File: src/rtl/vc_qos_arb.sv
module vc_qos_arb #(
  parameter int NVC = 4,
  parameter int FW  = 35,
  parameter int PW  = 2
) (
  input  logic              clk,
  input  logic              rst_n,
  input  logic [1:0]        mode_cfg,
  input  logic [NVC-1:0]    req,
  input  logic [NVC*FW-1:0] flits,
  input  logic              blk_req,
  input  logic [PW-1:0]     blk_prio,
  output logic [NVC-1:0]    gnt
);
  localparam int IW = $clog2(NVC);
  localparam int LW = PW + 1;
  localparam int KIND_LO = 32;
  localparam int CLS_BIT = 22;
  localparam int PRI_LO  = 20;
  localparam logic [2:0] K_HDR  = 3'b010;
  localparam logic [2:0] K_TAIL = 3'b100;
  localparam logic [1:0] M_PRE = 2'b01;
  localparam logic [1:0] M_INH = 2'b10;

  logic [1:0]    mode_q;
  logic          own_v;
  logic [IW-1:0] own_q, rr_ptr;
  logic [NVC-1:0] is_hdr, is_tail, inh_q;
  logic [LW-1:0] hdr_lvl [NVC];
  logic [LW-1:0] base    [NVC];
  logic [LW-1:0] eff     [NVC];
  logic [LW-1:0] prio_q  [NVC];
  logic [LW-1:0] inh_lvl [NVC];

  for (genvar i = 0; i < NVC; i++) begin : g_dec
    logic [2:0] kind;
    assign kind       = flits[i*FW+KIND_LO +: 3];
    assign is_hdr[i]  = (kind == K_HDR);
    assign is_tail[i] = (kind == K_TAIL);
    assign hdr_lvl[i] = flits[i*FW+CLS_BIT] ?
                        LW'(flits[i*FW+PRI_LO +: PW]) + LW'(1) : '0;
    assign base[i]    = is_hdr[i] ? hdr_lvl[i] : prio_q[i];
    assign eff[i]     = inh_q[i] ? inh_lvl[i] : base[i];
  end

  wire prio_mode = (mode_q == M_PRE) || (mode_q == M_INH);

  logic          win_v, pre_v, take, nxt_own_v;
  logic [IW-1:0] win, pre, sel, idx;
  logic [LW-1:0] win_lv, pre_lv, lv;

  always_comb begin
    win_v = 1'b0; win = '0; win_lv = '0;
    pre_v = 1'b0; pre = '0; pre_lv = '0;
    idx = '0; lv = '0;
    for (int k = 0; k < NVC; k++) begin
      idx = rr_ptr + IW'(k);
      lv  = prio_mode ? eff[idx] : '0;
      if (req[idx] && (!win_v || lv > win_lv)) begin
        win_v = 1'b1; win = idx; win_lv = lv;
      end
      if (req[idx] && idx != own_q && base[idx] != '0 && eff[idx] > eff[own_q] &&
          (!pre_v || eff[idx] > pre_lv)) begin
        pre_v = 1'b1; pre = idx; pre_lv = eff[idx];
      end
    end
  end

  always_comb begin
    gnt = '0; take = 1'b0; sel = own_q;
    if (!own_v) begin
      if (win_v) begin gnt[win] = 1'b1; take = 1'b1; sel = win; end
    end else if (mode_q == M_PRE && pre_v) begin
      gnt[pre] = 1'b1; take = 1'b1; sel = pre;
    end else if (req[own_q]) begin
      gnt[own_q] = 1'b1;
    end
    nxt_own_v = (gnt != '0) ? ~|(gnt & is_tail) : own_v;
  end

  always_ff @(posedge clk) begin
    if (!rst_n) begin
      mode_q <= '0;
      own_v  <= 1'b0;
      own_q  <= '0;
      rr_ptr <= '0;
      inh_q  <= '0;
      for (int i = 0; i < NVC; i++) begin
        prio_q[i]  <= '0;
        inh_lvl[i] <= '0;
      end
    end else begin
      own_v <= nxt_own_v;
      own_q <= sel;
      if (!nxt_own_v) mode_q <= mode_cfg;
      if (take) rr_ptr <= sel + IW'(1);
      for (int i = 0; i < NVC; i++) begin
        if (gnt[i] && is_hdr[i]) prio_q[i] <= hdr_lvl[i];
        if (!blk_req || mode_q != M_INH || (gnt[i] && is_tail[i])) begin
          inh_q[i] <= 1'b0;
        end else if (!inh_q[i] && req[i] && !gnt[i] && base[i] == '0) begin
          inh_q[i]   <= 1'b1;
          inh_lvl[i] <= LW'(blk_prio) + LW'(1);
        end
      end
    end
  end
endmodule

File: config.mk
export PLATFORM = sky130hd
export DESIGN_NAME = vc_qos_arb
export DESIGN_NICKNAME = d
export VERILOG_FILES = /design/src/rtl/vc_qos_arb.sv
export SDC_FILE = /design/constraint.sdc
export NUM_CORES = 1
export LEC_CHECK = 0
export BUFFER_PORTS_ARGS = -buffer_cell sky130_fd_sc_hd__clkbuf_2
export CAP_MARGIN = 10
export CORE_AREA = 2 2 99 101
export DETAILED_ROUTE_END_ITERATION = 7
export DIE_AREA = 0 0 101 103
export PLACE_DENSITY = 0.78
export SLEW_MARGIN = 20
export SYNTH_ARGS = -nofsm -noshare
export SYNTH_HDL_FRONTEND = slang
export SYNTH_SLANG_ARGS = --single-unit
File: constraint.sdc
create_clock -name clk -period 16.5 [get_ports clk]
set_clock_uncertainty 0.1 [all_clocks]
set_input_delay 4.95 -clock clk [delete_from_list [all_inputs] [get_ports clk]]
set_output_delay 4.95 -clock clk [all_outputs]
set_load 0.1 [all_outputs]
==> flow_summary_export.csv, run 1 <==
group,metric,value,unit
global_routing,grt_pass1_vias,4209,
final_layout,finish.utilization,59.0,%
yosys,synth_seq_cells,35,
clock_tree,cts_tree,"built",
yosys,syn-num-nets,699,
yosys,synth.distinct_cells,79,
route,drtPass1Iterations,5,
timing,fmax,58.4,MHz
clock_tree,cts_hold_buf,0,
route,wl_met2,6.32,mm
pwr,power_density,201,mW/mm^2
yosys,syn_area,0.00431,mm^2
die,start_util,45.6,%
route,ant_nets,0,
final_layout,nets,804,
yosys,synth_cells,515,
setup_path,critPathSlowestCell,"mux4_2",
route,dr.max_layer_used,"met4",
clock_tree,cts_buffer_depth,2,
global_routing,grt_max_degree,30,
timing,slew_viol_final,0,
global_routing,gr-usage-all-layers,23.5,%
yosys,synth_seq_area_share,21.8,%
pwr,leakage,0.00236,uW
route,avgViaCountPerCell,6.10,
route,wl_per_cell,17.2,um
timing,fin_ws,-0.623,ns
final_layout,diodes,0,
route,drc_errors,0,
yosys,synthArstFlopShare,0,%
global_routing,grt_pass1_wl,19.6,mm
clock_tree,clk_root_buffer_cell,"clkbuf_8",
timing,hold_viol,0,
setup_path,cp.arrival,12.07,ns
yosys,ys.flop_type,"edfxtp_1",
die,die_h,103,um
yosys,synth_edf_count,24,
run,timing.max_cap.violations,0,
die,fp.dieW,101,um
setup_path,required,11.45,ns
setup_path,worst-path-max-fanout,5,
timing,finalSetupViolCount,4,
yosys,synth.avg_cell_area,8.37,um^2
route,wl,12.6,mm
yosys,yosys_warnings,0,
place,post-dp-hpwl,9.77,mm
setup_path,worstSetupPathType,"in -> out",
status,status,"finished with violations",
global_routing,grt.overflow.total,0,
place,gp_congestion,1.01,
final_layout,drive_gt1_share,33.0,%
final_layout,area_growth,29.6,%
die,dieArea,0.0104,mm^2
worst_hold_path,hold_class,"reg -> reg",
timing,finalCritPeriodShare,104,%
clock_tree,clock_latency,0.29,ns
timing,worstMarginPinSlew,0.779,ns
die,core,0.00946,mm^2
timing,slew_headroom,47.8,%
route,drt_iter0_markers,341,
route,wl_met1,5.03,mm
die,rows,36,
place,place_ws,-0.623,ns
setup_path,endpoint_kind,"output port",
setup_path,cp_slowest_stage_delay,0.51,ns
die,io_pins,155,
pwr,peakVddDrop,214,uV
clock_tree,cts_max_level,2,
timing,rsz0062_at_grt,"true",
global_routing,antenna_found_initial,0,
clock_tree,cts_sinks,35,
route,met3_length,747,um
clock_tree,clkTransAtPathRegs,0.06,ns
timing,period_minus_slack,17.12,ns
place,port_buffers,38,
setup_path,worst_setup_path_start_kind,"primary input",
clock_tree,numCtsBuffers,5,
status,violations,"negative setup slack",
route,vias,4483,
cells by family (layout without fill, tap and decap cells):
| logic type | count (synthesis) | in the layout | share of synthesized area, % |
|---|---|---|---|
| xor+xnor | 8 | 8 | 1.63 |
| simple gates | 191 | 191 | 22.9 |
| flops | 35 | 35 | 21.8 |
| mux | 49 | 49 | 14.3 |
| compound gates | 139 | 139 | 23.6 |
| buf+inv | 60 | 166 | 6.10 |
| fa+ha+maj | 33 | 33 | 9.58 |
cell usage after synthesis (all sizes together), types with 3 or more instances:
library cell	instances	area (um^2)
a211o	3	26.3
a211oi	3	27.5
a21oi	22	114
a221oi	4	35.0
a31o	4	43.8
a31oi	9	62.6
a32oi	6	52.6
and2	28	175
and3	9	56.3
buf	9	71.3
clkbuf	14	52.6
dfxtp	11	220
edfxtp	24	721
ha	33	413
inv	37	139
mux2	8	90.1
mux2i	35	388
mux4	6	139
nand2	49	189
nand2b	10	62.6
nand3	10	50.1
nor2	40	153
nor2b	19	119
nor3	5	25.0
nor3b	5	37.5
o211a	3	30.0
o21ai	35	175
o221ai	4	47.6
o22ai	7	43.8
o2bb2ai	3	26.3
o32a	4	40.0
o32ai	3	26.3
or2	4	25.0
or3b	4	35.0
xnor2	7	61.3
metrics by stage:
stage / setup TNS (ns) / std cells / power [uW] / area [um^2] / hold slack, ns
detailed placement: -2.27 / 717 / 958 / 5250 / 0.386
global route: -3.34 / 735 / 1200 / 5580 / 0.423
CTS: -1.44 / 729 / 1050 / 5420 / 0.395
global placement: -1.55 / 717 / 931 / 5250 / 0.367
floorplan: -1.64 / 515 / 689 / 4440 / 0.355
finish: -2.26 / 735 / 1120 / 5580 / 0.389
what timing repair did:
item	in CTS	in global routing
resized for setup	21	26
buffers inserted	4	6
pin swaps	12	20
setup endpoints to repair	4	4
worst max-delay path: cells and delay by family:
family / cells / cell delay [ns]
AOI/OAI and AO/OA: 18 / 2.97
buffers and inverters: 5 / 0.62
adders and majority gates: 4 / 1.06
and+or+nand+nor: 7 / 1.23
muxes: 3 / 1.18
layout make-up:
cell class | instances | area (um^2)
Fill cell | 806 | 3880
Multi-Input combinational cell | 420 | 3380
Sequential cell | 35 | 941
Timing Repair Buffer | 121 | 887
Inverter | 37 | 153
Tap cell | 114 | 143
Clock buffer | 6 | 72.6
Clock inverter | 2 | 7.51
where the power goes:
part | internal, uW | total, uW | switching (uW)
sequential | 104 | 114 | 9.71
combinational | 425 | 953 | 528
clock | 28.8 | 58.2 | 29.4
total | 558 | 1120 | 567
final timing paths:
| kind | cells after the start | slack (ns) | to | from |
|---|---|---|---|---|
| worst max-delay path | 37 | -0.62 | gnt[3] | flits[67] |
| worst min-delay path | 2 | 0.39 | mode_q[1]$_SDFFE_PN0N_ | mode_q[1]$_SDFFE_PN0N_ |
| worst max register to register | 35 | 8.40 | inh_lvl[0][1]$_SDFFCE_PN0P_ | inh_q[3]$_SDFFE_PP0P_ |
| worst min register to register | 2 | 0.39 | mode_q[1]$_SDFFE_PN0N_ | mode_q[1]$_SDFFE_PN0N_ |
metal layers:
metal,GRT usage [%],vias to the layer above
li1,-,2138
met1,28.9,2093
met2,42.3,200
met3,1.56,52
met4,10.4,0
met5,0,-
cells in the final DEF (no fill, tap or decap), types with 6 or more instances in the layout:
master / netlist / layout
dfxtp_1: 11 / 11
nand3_1: 10 / 10
buf_4: 1 / 81
mux2i_1: 32 / 29
clkbuf_2: 0 / 33
nand2b_1: 10 / 9
a31oi_1: 8 / 6
nand2_1: 47 / 45
o21ai_0: 34 / 23
inv_1: 35 / 30
xnor2_1: 7 / 7
and3_1: 9 / 9
and2_1: 28 / 28
o21ai_1: 1 / 6
ha_1: 33 / 27
a21oi_1: 21 / 16
nor2_1: 39 / 37
nor2b_1: 19 / 17
mux2_2: 8 / 6
o22ai_1: 7 / 6
edfxtp_1: 24 / 24
flip-flops by register name, indices dropped and copies added (netlist names):
signal	flops
own_v	1
rr_ptr	2
own_q	2
mode_q	2
prio_q	12
inh_q	4
inh_lvl	12
No activity file was read; power rests on OpenSTA's default activity.
==> run 2, diff against run 1 <==
--- a/config.mk
+++ b/config.mk
@@ -5,12 +5,13 @@
 export SDC_FILE = /design/constraint.sdc
 export NUM_CORES = 1
 export LEC_CHECK = 0
+export ABC_AREA = 1
 export BUFFER_PORTS_ARGS = -buffer_cell sky130_fd_sc_hd__clkbuf_2
 export CAP_MARGIN = 10
-export CORE_AREA = 2 2 99 101
+export CORE_AREA = 2 2 102 104
 export DETAILED_ROUTE_END_ITERATION = 7
-export DIE_AREA = 0 0 101 103
-export PLACE_DENSITY = 0.78
+export DIE_AREA = 0 0 104 106
+export PLACE_DENSITY = 0.77
 export SLEW_MARGIN = 20
 export SYNTH_ARGS = -nofsm -noshare
 export SYNTH_HDL_FRONTEND = slang
==> flow_summary_export.csv, run 2 <==
group,metric,value,unit
status,status,"finished, final reports clean",
setup_path,worst-path-max-fanout,10,
setup_path,endpoint_kind,"output port",
global_routing,antenna_found_initial,0,
clock_tree,clk_root_buffer_cell,"clkbuf_8",
yosys,yosys-top-cells-area,"edfxtp_1 16%, nand2_1 15%, ha_1 9.1%, nand3_1 7.9%, inv_1 6.9%",
timing,period_minus_slack,15.92,ns
clock_tree,cts_hold_buf,0,
yosys,post-synth-top-count-cell,"nand2_1",
place,port_buffers,38,
yosys,synth-compound-area-share,14.2,%
die,core,0.0100,mm^2
route,ant_nets,0,
route,drt_iter0_markers,419,
route,wl_per_cell,13.4,um
final_layout,finalInstanceArea,0.00504,mm^2
die,rows,37,
final_layout,layout_commonest_cell,"nand2_1",
final_layout,top_regs,"inh_lvl (12), prio_q (12), inh_q (4)",
final_layout,diodes,0,
clock_tree,cts_max_level,2,
setup_path,worst_setup_path_start_kind,"primary input",
worst_hold_path,hold_class,"reg -> reg",
die,die_h,106,um
yosys,synth_seq_cells,35,
place,gp_congestion,0.962,
final_layout,area_growth,11.5,%
run,timing.max_cap.violations,0,
yosys,synthArstFlopShare,0,%
route,vias,4718,
global_routing,grt.overflow.total,0,
final_layout,drive_gt1_share,20.6,%
place,post-dp-hpwl,9.81,mm
yosys,synth_fa_ha_area_share,9.13,%
global_routing,gr-usage-all-layers,22.0,%
setup_path,critPathSlowestCell,"a221oi_1",
route,wl,11.9,mm
yosys,synth_area_leader_cell,"edfxtp_1",
timing,finalCritPeriodShare,96.5,%
setup_path,required,11.45,ns
yosys,synth-simple-area-share,43.8,%
die,io_pins,155,
yosys,yosys-top-cells-count,"178 x nand2_1, 83 x inv_1, 71 x nand3_1, 65 x nor2_1, 60 x o21ai_0",
timing,hold_viol,0,
yosys,synth_xor_area_share,0.581,%
yosys,yosys_warnings,0,
setup_path,crit_family,"simple AND/OR/NAND/NOR gates",
yosys,post-synth-top-area-fraction,15.9,%
yosys,synth_seq_area_share,20.8,%
final_layout,most-common-layout-cells,"178 x nand2_1, 83 x inv_1, 71 x nand3_1",
global_routing,grt_pass1_wl,19.8,mm
route,drtPass1Iterations,7,
yosys,synthMuxAreaShare,0.221,%
clock_tree,cts_sinks,35,
setup_path,critPathBufInv,8,
yosys,synth_edf_count,24,
yosys,synth_top_family_by_area,"simple AND/OR/NAND/NOR gates",
yosys,synth.avg_cell_area,6.29,um^2
clock_tree,clkTransAtPathRegs,0.08,ns
timing,slew_headroom,54.4,%
timing,slew_viol_final,0,
yosys,syn-num-nets,903,
route,avgViaCountPerCell,5.29,
die,dieArea,0.0110,mm^2
route,drc_errors,0,
die,fp.dieW,104,um
timing,fmax,62.8,MHz
yosys,syn_area,0.00452,mm^2
yosys,ys.flop_type,"edfxtp_1",
place,placed_area,0.00486,mm^2
clock_tree,cts_buffer_depth,2,
yosys,synth_cells,719,
timing,finalSetupViolCount,0,
setup_path,worstSetupPathType,"in -> out",
yosys,synth.distinct_cells,48,
global_routing,grt_pass1_vias,4387,
setup_path,cp.arrival,10.87,ns
setup_path,cp_slowest_stage_delay,0.34,ns
global_routing,grt_max_degree,36,
clock_tree,cts_tree,"built",
final_layout,nets,939,
clock_tree,numCtsBuffers,5,
die,start_util,45.2,%
setup_path,crit_top_cell,"nand2_1",
clock_tree,clock_latency,0.29,ns
timing,worstMarginPinSlew,0.676,ns
[run 2: stage by stage]
step                TNS, ns  hold slack [ns]  instances  util [%]  worst slack (ns)
finish                    0            0.424        892      50.4             0.578
global route        -0.0702            0.449        892      50.4           -0.0600
CTS                       0            0.427        891      49.8             0.185
detailed placement        0            0.417        883      48.6             0.193
global placement          0            0.402        883      48.6             0.289
floorplan                 0            0.377        719         -              1.17
[run 2: area by class of cell]
class	instances	area, um^2
Timing Repair Buffer	43	270
Sequential cell	35	941
Multi-Input combinational cell	557	3110
Fill cell	1051	4960
Tap cell	136	170
Clock inverter	2	38.8
Clock buffer	6	82.6
Inverter	113	432
[run 2: cell families (layout without fill, tap and decap cells)]
group           after synthesis  in the layout
flops                        35             35
xor+xnor                      3              3
simple gates                404            404
mux                           1              1
buf+inv                     127            164
fa+ha+maj                    33             33
compound gates              116            116
[run 2: path summary, 6_finish.rpt]
kind                          startpoint                          end  slack [ns]  cells past startpoint
hold reg to reg   mode_q[1]$_SDFFE_PN0N_       mode_q[1]$_SDFFE_PN0N_        0.42                      2
setup reg to reg  rr_ptr[0]$_SDFFE_PN0P_  inh_lvl[1][2]$_SDFFCE_PN0P_        9.76                     40
setup / recovery               flits[67]                       gnt[0]        0.58                     46
hold / removal    mode_q[1]$_SDFFE_PN0N_       mode_q[1]$_SDFFE_PN0N_        0.42                      2
[run 2: worst min-delay path: stages (launching register included)]
cell and delay, ns:
dfxtp_1 0.36, a21oi_1 0.05, nor2_1 0.08
[run 2: routing by layer]
metal  global-route usage, %  vias to the layer above  share of wire (%)
met5                       0                        -                  0
met4                    11.0                        0                4.1
met3                    1.90                       38                5.8
met2                    38.0                      175                 47
met1                    27.6                     2073                 43
li1                        -                     2432                  -
[run 2: timing repair]
action / CTS / global route
setup buffers: 0 / 1
gates resized for setup: 0 / 24
setup endpoints to repair: 0 / 4
Power of run 2 is not shown: default switching activity piles up to over one toggle a cycle in this logic, so the estimate is an artifact.
